### config.mk
export PLATFORM = sky130hd
export DESIGN_NAME = stm_sequencer
export DESIGN_NICKNAME = d
export VERILOG_FILES = /design/src/rtl/stm_pkg.sv /design/src/rtl/stm_popcount.sv /design/src/rtl/stm_lowest_sel.sv /design/src/rtl/stm_word_pick.sv /design/src/rtl/stm_sequencer.sv
export SDC_FILE = /design/constraint.sdc
export NUM_CORES = 1
export LEC_CHECK = 0
export ABC_AREA = 1
export BUFFER_PORTS_ARGS = -buffer_cell sky130_fd_sc_hd__buf_4
export CORE_UTILIZATION = 25
export CTS_CLUSTER_DIAMETER = 80
export DETAILED_ROUTE_END_ITERATION = 8
export GPL_TIMING_DRIVEN = 0
export SYNTH_ARGS = -nofsm -noshare
export SYNTH_HDL_FRONTEND = slang
export SYNTH_SLANG_ARGS = --single-unit
### constraint.sdc
create_clock -name clk -period 6.73 [get_ports clk]
set_input_delay 0.3365 -clock clk [delete_from_list [all_inputs] [get_ports clk]]
set_output_delay 0.3365 -clock clk [all_outputs]
set_load 0.01 [all_outputs]
### src/rtl/stm_pkg.sv
package stm_pkg;
   typedef enum logic [1:0] {
      ST_IDLE  = 2'd0,
      ST_LOAD  = 2'd1,
      ST_WRITE = 2'd2
   } seq_state_e;
endpackage

### src/rtl/stm_popcount.sv
module stm_popcount #(
   parameter int N = 16,
   localparam int CW = $clog2(N + 1)
) (
   input  logic [N-1:0]  vec_i,
   output logic [CW-1:0] count_o
);
   if (N < 1) begin : g_bad_n
      $error("stm_popcount: N must be at least 1");
   end

   logic [CW-1:0] part [N+1];
   assign part[0] = '0;

   for (genvar g = 0; g < N; g++) begin : g_sum
      assign part[g+1] = part[g] + CW'(vec_i[g]);
   end

   assign count_o = part[N];
endmodule

### src/rtl/stm_lowest_sel.sv
module stm_lowest_sel #(
   parameter int N = 16,
   localparam int IW = $clog2(N)
) (
   input  logic [N-1:0]  vec_i,
   output logic          any_o,
   output logic [IW-1:0] idx_o
);
   if (N < 2) begin : g_bad_n
      $error("stm_lowest_sel: N must be at least 2");
   end

   always_comb begin
      idx_o = '0;
      for (int i = N - 1; i >= 0; i--) begin
         if (vec_i[i]) idx_o = IW'(i);
      end
   end

   assign any_o = |vec_i;
endmodule

### src/rtl/stm_word_pick.sv
module stm_word_pick #(
   parameter int              NREG        = 16,
   parameter int              DW          = 32,
   parameter logic [DW-1:0]   FILLER_WORD = '1,
   localparam int             IW          = $clog2(NREG),
   localparam int             PC_BIT      = NREG - 1
) (
   input  logic [IW-1:0] idx_i,
   input  logic [IW-1:0] base_idx_i,
   input  logic          wback_i,
   input  logic [IW-1:0] lowest_idx_i,
   input  logic [DW-1:0] rf_data_i,
   input  logic [DW-1:0] pc_val_i,
   output logic [DW-1:0] word_o
);
   logic is_pc;
   logic base_clobbered;

   assign is_pc          = (idx_i == IW'(PC_BIT));
   assign base_clobbered = wback_i && (idx_i == base_idx_i) && (idx_i != lowest_idx_i);

   always_comb begin
      if (is_pc)               word_o = pc_val_i;
      else if (base_clobbered) word_o = FILLER_WORD;
      else                     word_o = rf_data_i;
   end
endmodule

### src/rtl/stm_sequencer.sv
module stm_sequencer
   import stm_pkg::*;
#(
   parameter int            NREG        = 16,
   parameter int            DW          = 32,
   parameter int            SP_BIT      = 13,
   parameter bit            COMPACT_EN  = 1'b1,
   parameter logic [DW-1:0] FILLER_WORD = 32'hBAD0_F111,
   localparam int           IW          = $clog2(NREG),
   localparam int           CW          = $clog2(NREG + 1),
   localparam int           PC_BIT      = NREG - 1,
   localparam int           STEP        = DW / 8
) (
   input  logic            clk,
   input  logic            rst_n,
   input  logic            start_i,
   input  logic [NREG-1:0] mask_i,
   input  logic [IW-1:0]   base_idx_i,
   input  logic            wback_i,
   input  logic            compact_i,
   input  logic [DW-1:0]   pc_val_i,
   output logic [IW-1:0]   rf_addr_o,
   input  logic [DW-1:0]   rf_data_i,
   output logic            mem_req_o,
   output logic [DW-1:0]   mem_addr_o,
   output logic [DW-1:0]   mem_wdata_o,
   input  logic            mem_ready_i,
   input  logic            mem_err_i,
   output logic            busy_o,
   output logic            done_o,
   output logic            abort_o,
   output logic            illegal_o,
   output logic            wb_en_o,
   output logic [DW-1:0]   wb_data_o
);
   if (DW % 8 != 0) begin : g_bad_dw
      $error("stm_sequencer: DW must be a whole number of bytes");
   end
   if (NREG < 4 || (1 << IW) != NREG) begin : g_bad_nreg
      $error("stm_sequencer: NREG must be a power of two, at least 4");
   end
   if (SP_BIT < 0 || SP_BIT >= PC_BIT) begin : g_bad_sp
      $error("stm_sequencer: SP_BIT must lie below the program counter bit");
   end

   seq_state_e      state_q;
   logic [NREG-1:0] pend_q;
   logic [IW-1:0]   base_idx_q;
   logic [IW-1:0]   lowest_q;
   logic            wback_q;
   logic [DW-1:0]   addr_q;
   logic [DW-1:0]   wdata_q;
   logic [DW-1:0]   wb_val_q;
   logic            done_q, abort_q, illegal_q, wb_en_q;

   // Start-time decode of the incoming mask
   logic          mask_any;
   logic [IW-1:0] mask_low;
   logic [CW-1:0] mask_cnt;
   logic          compact_bad;
   logic          req_bad;

   stm_lowest_sel #(.N(NREG)) u_first (
      .vec_i (mask_i),
      .any_o (mask_any),
      .idx_o (mask_low)
   );

   stm_popcount #(.N(NREG)) u_count (
      .vec_i   (mask_i),
      .count_o (mask_cnt)
   );

   if (COMPACT_EN) begin : g_compact
      assign compact_bad = compact_i && (mask_i[SP_BIT] || mask_i[PC_BIT]);
   end else begin : g_no_compact
      logic unused_compact;
      assign unused_compact = compact_i;
      assign compact_bad    = 1'b0;
   end

   assign req_bad = !mask_any || compact_bad;

   // Walk of the remaining mask bits
   logic          pend_any;
   logic [IW-1:0] nxt_idx;
   logic [DW-1:0] nxt_word;

   stm_lowest_sel #(.N(NREG)) u_next (
      .vec_i (pend_q),
      .any_o (pend_any),
      .idx_o (nxt_idx)
   );

   stm_word_pick #(
      .NREG        (NREG),
      .DW          (DW),
      .FILLER_WORD (FILLER_WORD)
   ) u_pick (
      .idx_i        (nxt_idx),
      .base_idx_i   (base_idx_q),
      .wback_i      (wback_q),
      .lowest_idx_i (lowest_q),
      .rf_data_i    (rf_data_i),
      .pc_val_i     (pc_val_i),
      .word_o       (nxt_word)
   );

   logic [NREG-1:0] nxt_clear;
   assign nxt_clear = ~(NREG'(1) << nxt_idx);

   assign rf_addr_o = (state_q == ST_IDLE) ? base_idx_i : nxt_idx;

   always_ff @(posedge clk) begin
      if (!rst_n) begin
         state_q    <= ST_IDLE;
         pend_q     <= '0;
         base_idx_q <= '0;
         lowest_q   <= '0;
         wback_q    <= 1'b0;
         addr_q     <= '0;
         wdata_q    <= '0;
         wb_val_q   <= '0;
         done_q     <= 1'b0;
         abort_q    <= 1'b0;
         illegal_q  <= 1'b0;
         wb_en_q    <= 1'b0;
      end else begin
         done_q    <= 1'b0;
         abort_q   <= 1'b0;
         illegal_q <= 1'b0;
         wb_en_q   <= 1'b0;
         unique case (state_q)
            ST_IDLE: begin
               if (start_i) begin
                  if (req_bad) begin
                     illegal_q <= 1'b1;
                  end else begin
                     pend_q     <= mask_i;
                     base_idx_q <= base_idx_i;
                     lowest_q   <= mask_low;
                     wback_q    <= wback_i;
                     addr_q     <= rf_data_i;
                     wb_val_q   <= rf_data_i + DW'(STEP) * DW'(mask_cnt);
                     state_q    <= ST_LOAD;
                  end
               end
            end
            ST_LOAD: begin
               wdata_q <= nxt_word;
               pend_q  <= pend_q & nxt_clear;
               state_q <= ST_WRITE;
            end
            ST_WRITE: begin
               if (mem_err_i) begin
                  abort_q <= 1'b1;
                  pend_q  <= '0;
                  state_q <= ST_IDLE;
               end else if (mem_ready_i) begin
                  if (!pend_any) begin
                     done_q  <= 1'b1;
                     wb_en_q <= wback_q;
                     state_q <= ST_IDLE;
                  end else begin
                     wdata_q <= nxt_word;
                     pend_q  <= pend_q & nxt_clear;
                     addr_q  <= addr_q + DW'(STEP);
                  end
               end
            end
            default: state_q <= ST_IDLE;
         endcase
      end
   end

   assign mem_req_o   = (state_q == ST_WRITE);
   assign mem_addr_o  = addr_q;
   assign mem_wdata_o = wdata_q;
   assign busy_o      = (state_q != ST_IDLE);
   assign done_o      = done_q;
   assign abort_o     = abort_q;
   assign illegal_o   = illegal_q;
   assign wb_en_o     = wb_en_q;
   assign wb_data_o   = wb_val_q;

   // a stalled write holds its request, address and data
   p_hold_stall_r9: assert property (@(posedge clk) disable iff (!rst_n)
      (mem_req_o && !mem_ready_i && !mem_err_i)
      |=> (mem_req_o && $stable(mem_addr_o) && $stable(mem_wdata_o)));

   // the write that follows an accepted one is one word higher
   p_addr_step_r1: assert property (@(posedge clk) disable iff (!rst_n)
      (mem_req_o && mem_ready_i && !mem_err_i)
      |=> (!mem_req_o || mem_addr_o == $past(mem_addr_o) + DW'(STEP)));

   // an error response ends the sequence with an abort pulse
   p_err_ends_r10: assert property (@(posedge clk) disable iff (!rst_n)
      (mem_req_o && mem_err_i) |=> (abort_o && !mem_req_o && !done_o && !wb_en_o));

   // completion pulse is one cycle wide
   p_done_pulse_r11: assert property (@(posedge clk) disable iff (!rst_n)
      done_o |=> !done_o);

   // writeback enable only accompanies completion
   p_wb_with_done_r2: assert property (@(posedge clk) disable iff (!rst_n)
      wb_en_o |-> done_o);

   // a refused request issues no write and no completion
   p_illegal_quiet_r8: assert property (@(posedge clk) disable iff (!rst_n)
      illegal_o |-> (!mem_req_o && !done_o && !busy_o));

   // result pulses are mutually exclusive
   p_one_result_r11: assert property (@(posedge clk) disable iff (!rst_n)
      $onehot0({done_o, abort_o, illegal_o}));
endmodule

**After elaboration in Yosys (flattened, before gate mapping)**

Cells that the tools add are included.

- Add/sub/neg operators: 17
- Equal/unequal tests: 13
- Shifts and indexed selects: 1
- Muxes and demuxes: 60
- Bitwise logic cells: 6
- Reductions and logical operators: 22

Operator list:

| cell | number |
|---|---|
| 2-to-1 mux 32 bit | 10 |
| 2-to-1 mux 4 bit | 33 |
| case mux 32 bit (2 select lines) | 2 |
| 2-to-1 mux 16 bit | 5 |
| adder 5 x 1 -> 5 bit | 14 |
| case mux 16 bit (3 select lines) | 1 |
| adder 32 x 3 -> 32 bit (second input constant) | 1 |
| adder 32 x 7 -> 32 bit | 1 |
| OR reduction 16 bit | 2 |
| OR reduction 20 bit | 1 |
| bitwise AND 16 bit | 1 |
| NOT 16 bit | 1 |
| left shift 1 x 4 -> 16 bit (first input constant) | 1 |
| 2-to-1 mux 2 bit | 5 |
| AND reduction 4 bit | 2 |
| != test 2 bit (second input constant) | 3 |
| != test 3 x 1 -> 1 bit (second input constant) | 2 |
| case mux 2 bit (3 select lines) | 1 |
| AND reduction 3 bit | 2 |
| AND reduction 6 bit | 1 |
| nonzero test 2 bit | 3 |
| AND reduction 5 bit | 1 |
| equality test 4 bit | 1 |
| equality test 4 bit (second input constant) | 1 |
| 15 further kinds | 24 |

- Register bits after elaboration: 127
- Word-level logic and storage cells: 131

**Depth between registers and ports, before layout**

- Word-level depth: 25
- Gate-level depth with buffers: 27

**Hierarchy**

A second synthesis with hierarchy kept.

- Cell total of the unflattened synthesis: 1,437
- Area, all modules: 8,889.8 µm²

By module, submodules not included:

| module | times used | cells each | area an instance (µm²) | sequential area each (µm²) |
|---|---|---|---|---|
| stm_sequencer | 1 | 1,103 | 7,136.8 | 2,542.4 |
| stm_word_pick | 1 | 180 | 905.9 | 0.0 |
| stm_popcount | 1 | 56 | 429.2 | 0.0 |
| stm_lowest_sel | 2 | 49 | 209.0 | 0.0 |

**Worst setup path after synthesis**

OpenSTA, ideal clock, no wires.

- Kind: in2reg
- Start: in mask_i[2]
- End: reg wb_val_q[23] (netlist: wb_data_o[23])
- Setup time: 0.117 ns
- Data arrival time: 5.055 ns
- Required time: 6.613 ns
- Path slack: 1.558 ns
- Stages on the path: 23
- Buffers on the path: 0
- Path through: inv_1 fa_1 fa_1 fa_1 fa_1 fa_1 fa_1 xnor2_1 ha_1 nand3_1 nand2_1 a21oi_1 o21ai_2 nand3_1 nor2_2 nand3_1 inv_1 nand3_2 nor2_1 nand2_1 xor2_1 nor2_1 nor2_1

- Word-level cells in the longest chain between the ends: 15
- Elaborated cells on any way between the ends: 20

Ends and longest elaborated chain:

| what | RTL line | RTL |
|---|---|---|
| from (decl) | stm_sequencer.sv:17 | `input logic [NREG-1:0] mask_i,` |
| adder 5 x 1 -> 5 bit (14 in series) | stm_popcount.sv:16 | `assign part[g+1] = part[g] + CW'(vec_i[g]);` |
| adder 32 x 7 -> 32 bit | stm_sequencer.sv:144 | `wb_val_q <= rf_data_i + DW'(STEP) * DW'(mask_cnt);` |
| to (signal assigned) | stm_sequencer.sv:144 |  |
| to (decl) | stm_sequencer.sv:53 | `logic [DW-1:0] wb_val_q;` |

Parallel ways exist; a longest one is shown, timed or not.
A chain may end at the register's enable or synchronous reset.

**Final worst setup path**

- Start: in mask_i[3]
- End: reg wb_val_q[23] (netlist: wb_data_o[23])

- Word-level cells in the longest chain between the ends: 14
- Elaborated cells on any way between the ends: 19

Ends and longest elaborated chain:

| what | RTL line |
|---|---|
| adder 5 x 1 -> 5 bit (13 in series) | stm_popcount.sv:16 |
| adder 32 x 7 -> 32 bit | stm_sequencer.sv:144 |

Parallel ways exist; a longest one is shown, timed or not.

==> results.json <==
{
  "ys_warn_count": 0,
  "fin_util_pct": 34.2,
  "numCtsBuffers": 17,
  "setup_slack_ps": 1280,
  "yosys.area.top_type": "dfxtp_1",
  "drt_pass1_iterations": 8,
  "dpl-instance-area_um2": 9820,
  "fp.dieH_um": 179,
  "syn_to_final_growth_pct": 33.9,
  "async_flop_share_pct": 0,
  "slew_violations": 0,
  "worstPathRequired_ps": 7100,
  "status": "finished with violations",
  "crit_top_cell": "fa_1",
  "htreeDepth": 4,
  "post-cts-setup-buffers": 0,
  "nets": 1491,
  "vdd_drop_max_mv": 0.202,
  "endpoint_kind": "flip-flop",
  "dp_slack_ps": 836,
  "post_cts_resized": 0,
  "wirelength_um": 32000,
  "hold_ws_ps": 159,
  "portBuffers": 196,
  "synth_flop_cell": "dfxtp_1",
  "syn_area_per_cell_um2": 6.79,
  "tns_ps": 0,
  "violations": "DRC",
  "leakage_nw": 4.84,
  "postRouteAntennaNets": 0,
  "antenna_found_initial": 0,
  "drive_above_1_share_pct": 20.5,
  "synth.distinct_cells": 42,
  "place_congestion": 0.951,
  "timing.critical_path.cells": "buf_4 -> inv_1 -> fa_1 -> fa_1 -> fa_1 -> fa_1 -> fa_1 -> fa_1 -> xnor2_1 -> ha_1 -> nand3_1 -> nand2_1 -> a21oi_1 -> o21ai_2 -> nand3_1 -> nor2_2 -> nand3_1 -> inv_1 -> nand3_2 -> nor2_1 -> nand2_1 -> xor2_1 -> nor2_1 -> nor2_1",
  "start_util_pct": 25.5,
  "clkLatencyLatePin_ps": 440,
  "dr.first_iter.drc_count": 661,
  "netlist_instances": 1156,
  "min_path_type": "in -> reg",
  "synth_edf_count": 0,
  "ys_seq_area_share_pct": 32.4,
  "power_mw": 5.01,
  "grt_max_degree": 17,
  "synthesis.nets": 1276,
  "root_buffer": "clkbuf_16",
  "cts_hold_buf": 0,
  "num_io_pins": 197,
  "fin_skew_ps": 20.9,
  "die_w_um": 179,
  "grt_pass1_wl_um": 47500,
  "synth_area_um2": 7850,
  "wl_per_cell_um": 18.0,
  "crit_slowest_cell": "fa_1",
  "grt_pass1_vias": 8289,
  "crit_type": "in -> reg",
  "dieArea_um2": 32100,
  "rsz0062_at_grt": "false",
  "ys_top_cells_by_area": "dfxtp_1, a21oi_1, nand2_1",
  "overflow": 0,
  "cap_violations": 0,
  "coreArea_um2": 30700,
  "tightest_slew_ps": 909,
  "diodes": 0,
  "yosysTopAreaCellShare_pct": 32.4,
  "num_vias": 8742,
  "finalSetupViolCount": 0,
  "cts_sinks": 127,
  "startpoint_type": "input port",
  "power.density_nw_per_um2": 477,
  "cp_max_fo": 5,
  "place_inst": 1748,
  "crit_arrival_ps": 5820,
  "ys_ff_latch": 127,
  "relSlewSlack_pct": 39.4,
  "slowest_delay_ps": 540,
  "grtUsageTotal_pct": 20.0,
  "final_area_um2": 10500,
  "rows": 64,
  "dp_hpwl_um": 25500,
  "fin_crit_ps": 5450,
  "hold_violations": 0,
  "fin_cells": 1780,
  "max_freq_mhz": 183,
  "vias_per_cell": 4.91,
  "fin_crit_sh_pct": 81.0,
  "clk_pin_slew_ps": 60,
  "cts_tree": "done",
  "drc": 18,
  "clk_path_buf_depth": 2
}
-- cell families (layout without fill, tap and decap cells) --
kind of cell               Yosys count  count (layout)  share of synthesized area, %
DFF                                127             127                          32.4
buffers and inverters              198             426                          10.2
and+or+nand+nor                    451             451                          26.3
adders and majority gates           29              29                          5.67
xor gates and xnor gates            43              43                          4.80
AOI/OAI and AO/OA                  308             308                          20.7
-- state kept, by name, summed over array words and instances, names as in the netlist --
| signal | cells |
|---|---|
| abort_o | 1 |
| base_idx_q | 4 |
| done_o | 1 |
| illegal_o | 1 |
| lowest_q | 4 |
| mem_addr_o | 32 |
| mem_wdata_o | 32 |
| pend_q | 16 |
| state_q | 2 |
| wb_data_o | 32 |
| wb_en_o | 1 |
| wback_q | 1 |
-- path summary, 6_finish.rpt --
path | startpoint | to | slack [ps] | depth (start not counted)
hold / removal | base_idx_i[0] | base_idx_q[0] | 160 | 3
setup / recovery | mask_i[3] | wb_data_o[23] | 1280 | 24
setup reg to reg | state_q[0] | pend_q[6] | 3400 | 11
hold reg to reg | mem_wdata_o[29] | mem_wdata_o[29] | 470 | 2
-- Yosys cell counts, types with 2 or more instances --
| cell | count |
|---|---|
| a21oi_1 | 156 |
| a221oi_1 | 2 |
| a31oi_1 | 9 |
| buf_2 | 10 |
| buf_4 | 3 |
| buf_6 | 4 |
| clkbuf_1 | 39 |
| clkinv_1 | 3 |
| dfxtp_1 | 127 |
| fa_1 | 11 |
| ha_1 | 18 |
| inv_1 | 137 |
| inv_2 | 2 |
| nand2_1 | 195 |
| nand2_2 | 8 |
| nand3_1 | 73 |
| nand3_2 | 4 |
| nand3b_1 | 2 |
| nand4_1 | 17 |
| nor2_1 | 93 |
| nor2_2 | 7 |
| nor2_4 | 2 |
| nor3_1 | 27 |
| nor3_2 | 4 |
| nor3_4 | 4 |
| nor4_1 | 8 |
| o211ai_1 | 7 |
| o21ai_0 | 113 |
| o21ai_1 | 4 |
| o21bai_1 | 10 |
| or2_2 | 5 |
| xnor2_1 | 10 |
| xor2_1 | 33 |
-- cell type report --
type                            instances  area (µm²)
Buffer                                 56         264
Clock buffer                           20         467
Clock inverter                         12         226
Fill cell                            3355       20200
Inverter                              142         533
Multi-Input combinational cell        831        4510
Sequential cell                       127        2540
Tap cell                              396         495
Timing Repair Buffer                  196        1470
-- placed cells by master, fill, tap and decap left out, types with 5 or more instances in the layout --
| cell | count |
|---|---|
| ha_1 | 18 |
| nand3_1 | 73 |
| nand2_2 | 8 |
| o21bai_1 | 10 |
| nand2_1 | 195 |
| a21oi_1 | 156 |
| o211ai_1 | 7 |
| nor2_1 | 93 |
| xor2_1 | 33 |
| or2_2 | 5 |
| a31oi_1 | 9 |
| buf_2 | 10 |
| clkbuf_16 | 17 |
| dfxtp_1 | 127 |
| nor4_1 | 8 |
| clkbuf_1 | 39 |
| nand4_1 | 17 |
| nor3_1 | 27 |
| fa_1 | 11 |
| bufinv_16 | 6 |
| inv_1 | 137 |
| buf_4 | 199 |
| xnor2_1 | 10 |
| nor2_2 | 7 |
| o21ai_0 | 113 |
-- power breakdown --
group	switching, mW	internal, mW	total, mW
logic	1.66	0.975	2.64
registers	0.244	1.03	1.27
clock network	0.376	0.727	1.10
-- worst max-delay path: cells and delay by family --
kind                       cells  cell delay (ps)
adders and majority gates      7             3150
and+or+nand+nor               10             1300
xor gates and xnor gates       2              410
buffers and inverters          3              350
AOI/OAI and AO/OA              2              250
-- routing by layer --
layer  vias to the layer above  share of wire [%]  track usage (%)
met5                         -                  0                0
met4                         0                3.3             7.63
met3                        59                7.8             3.97
met2                       323                 46             32.1
met1                      4092                 43             26.2
li1                       4268                  -                -
Note: power is estimated with default switching activity, not from simulation.
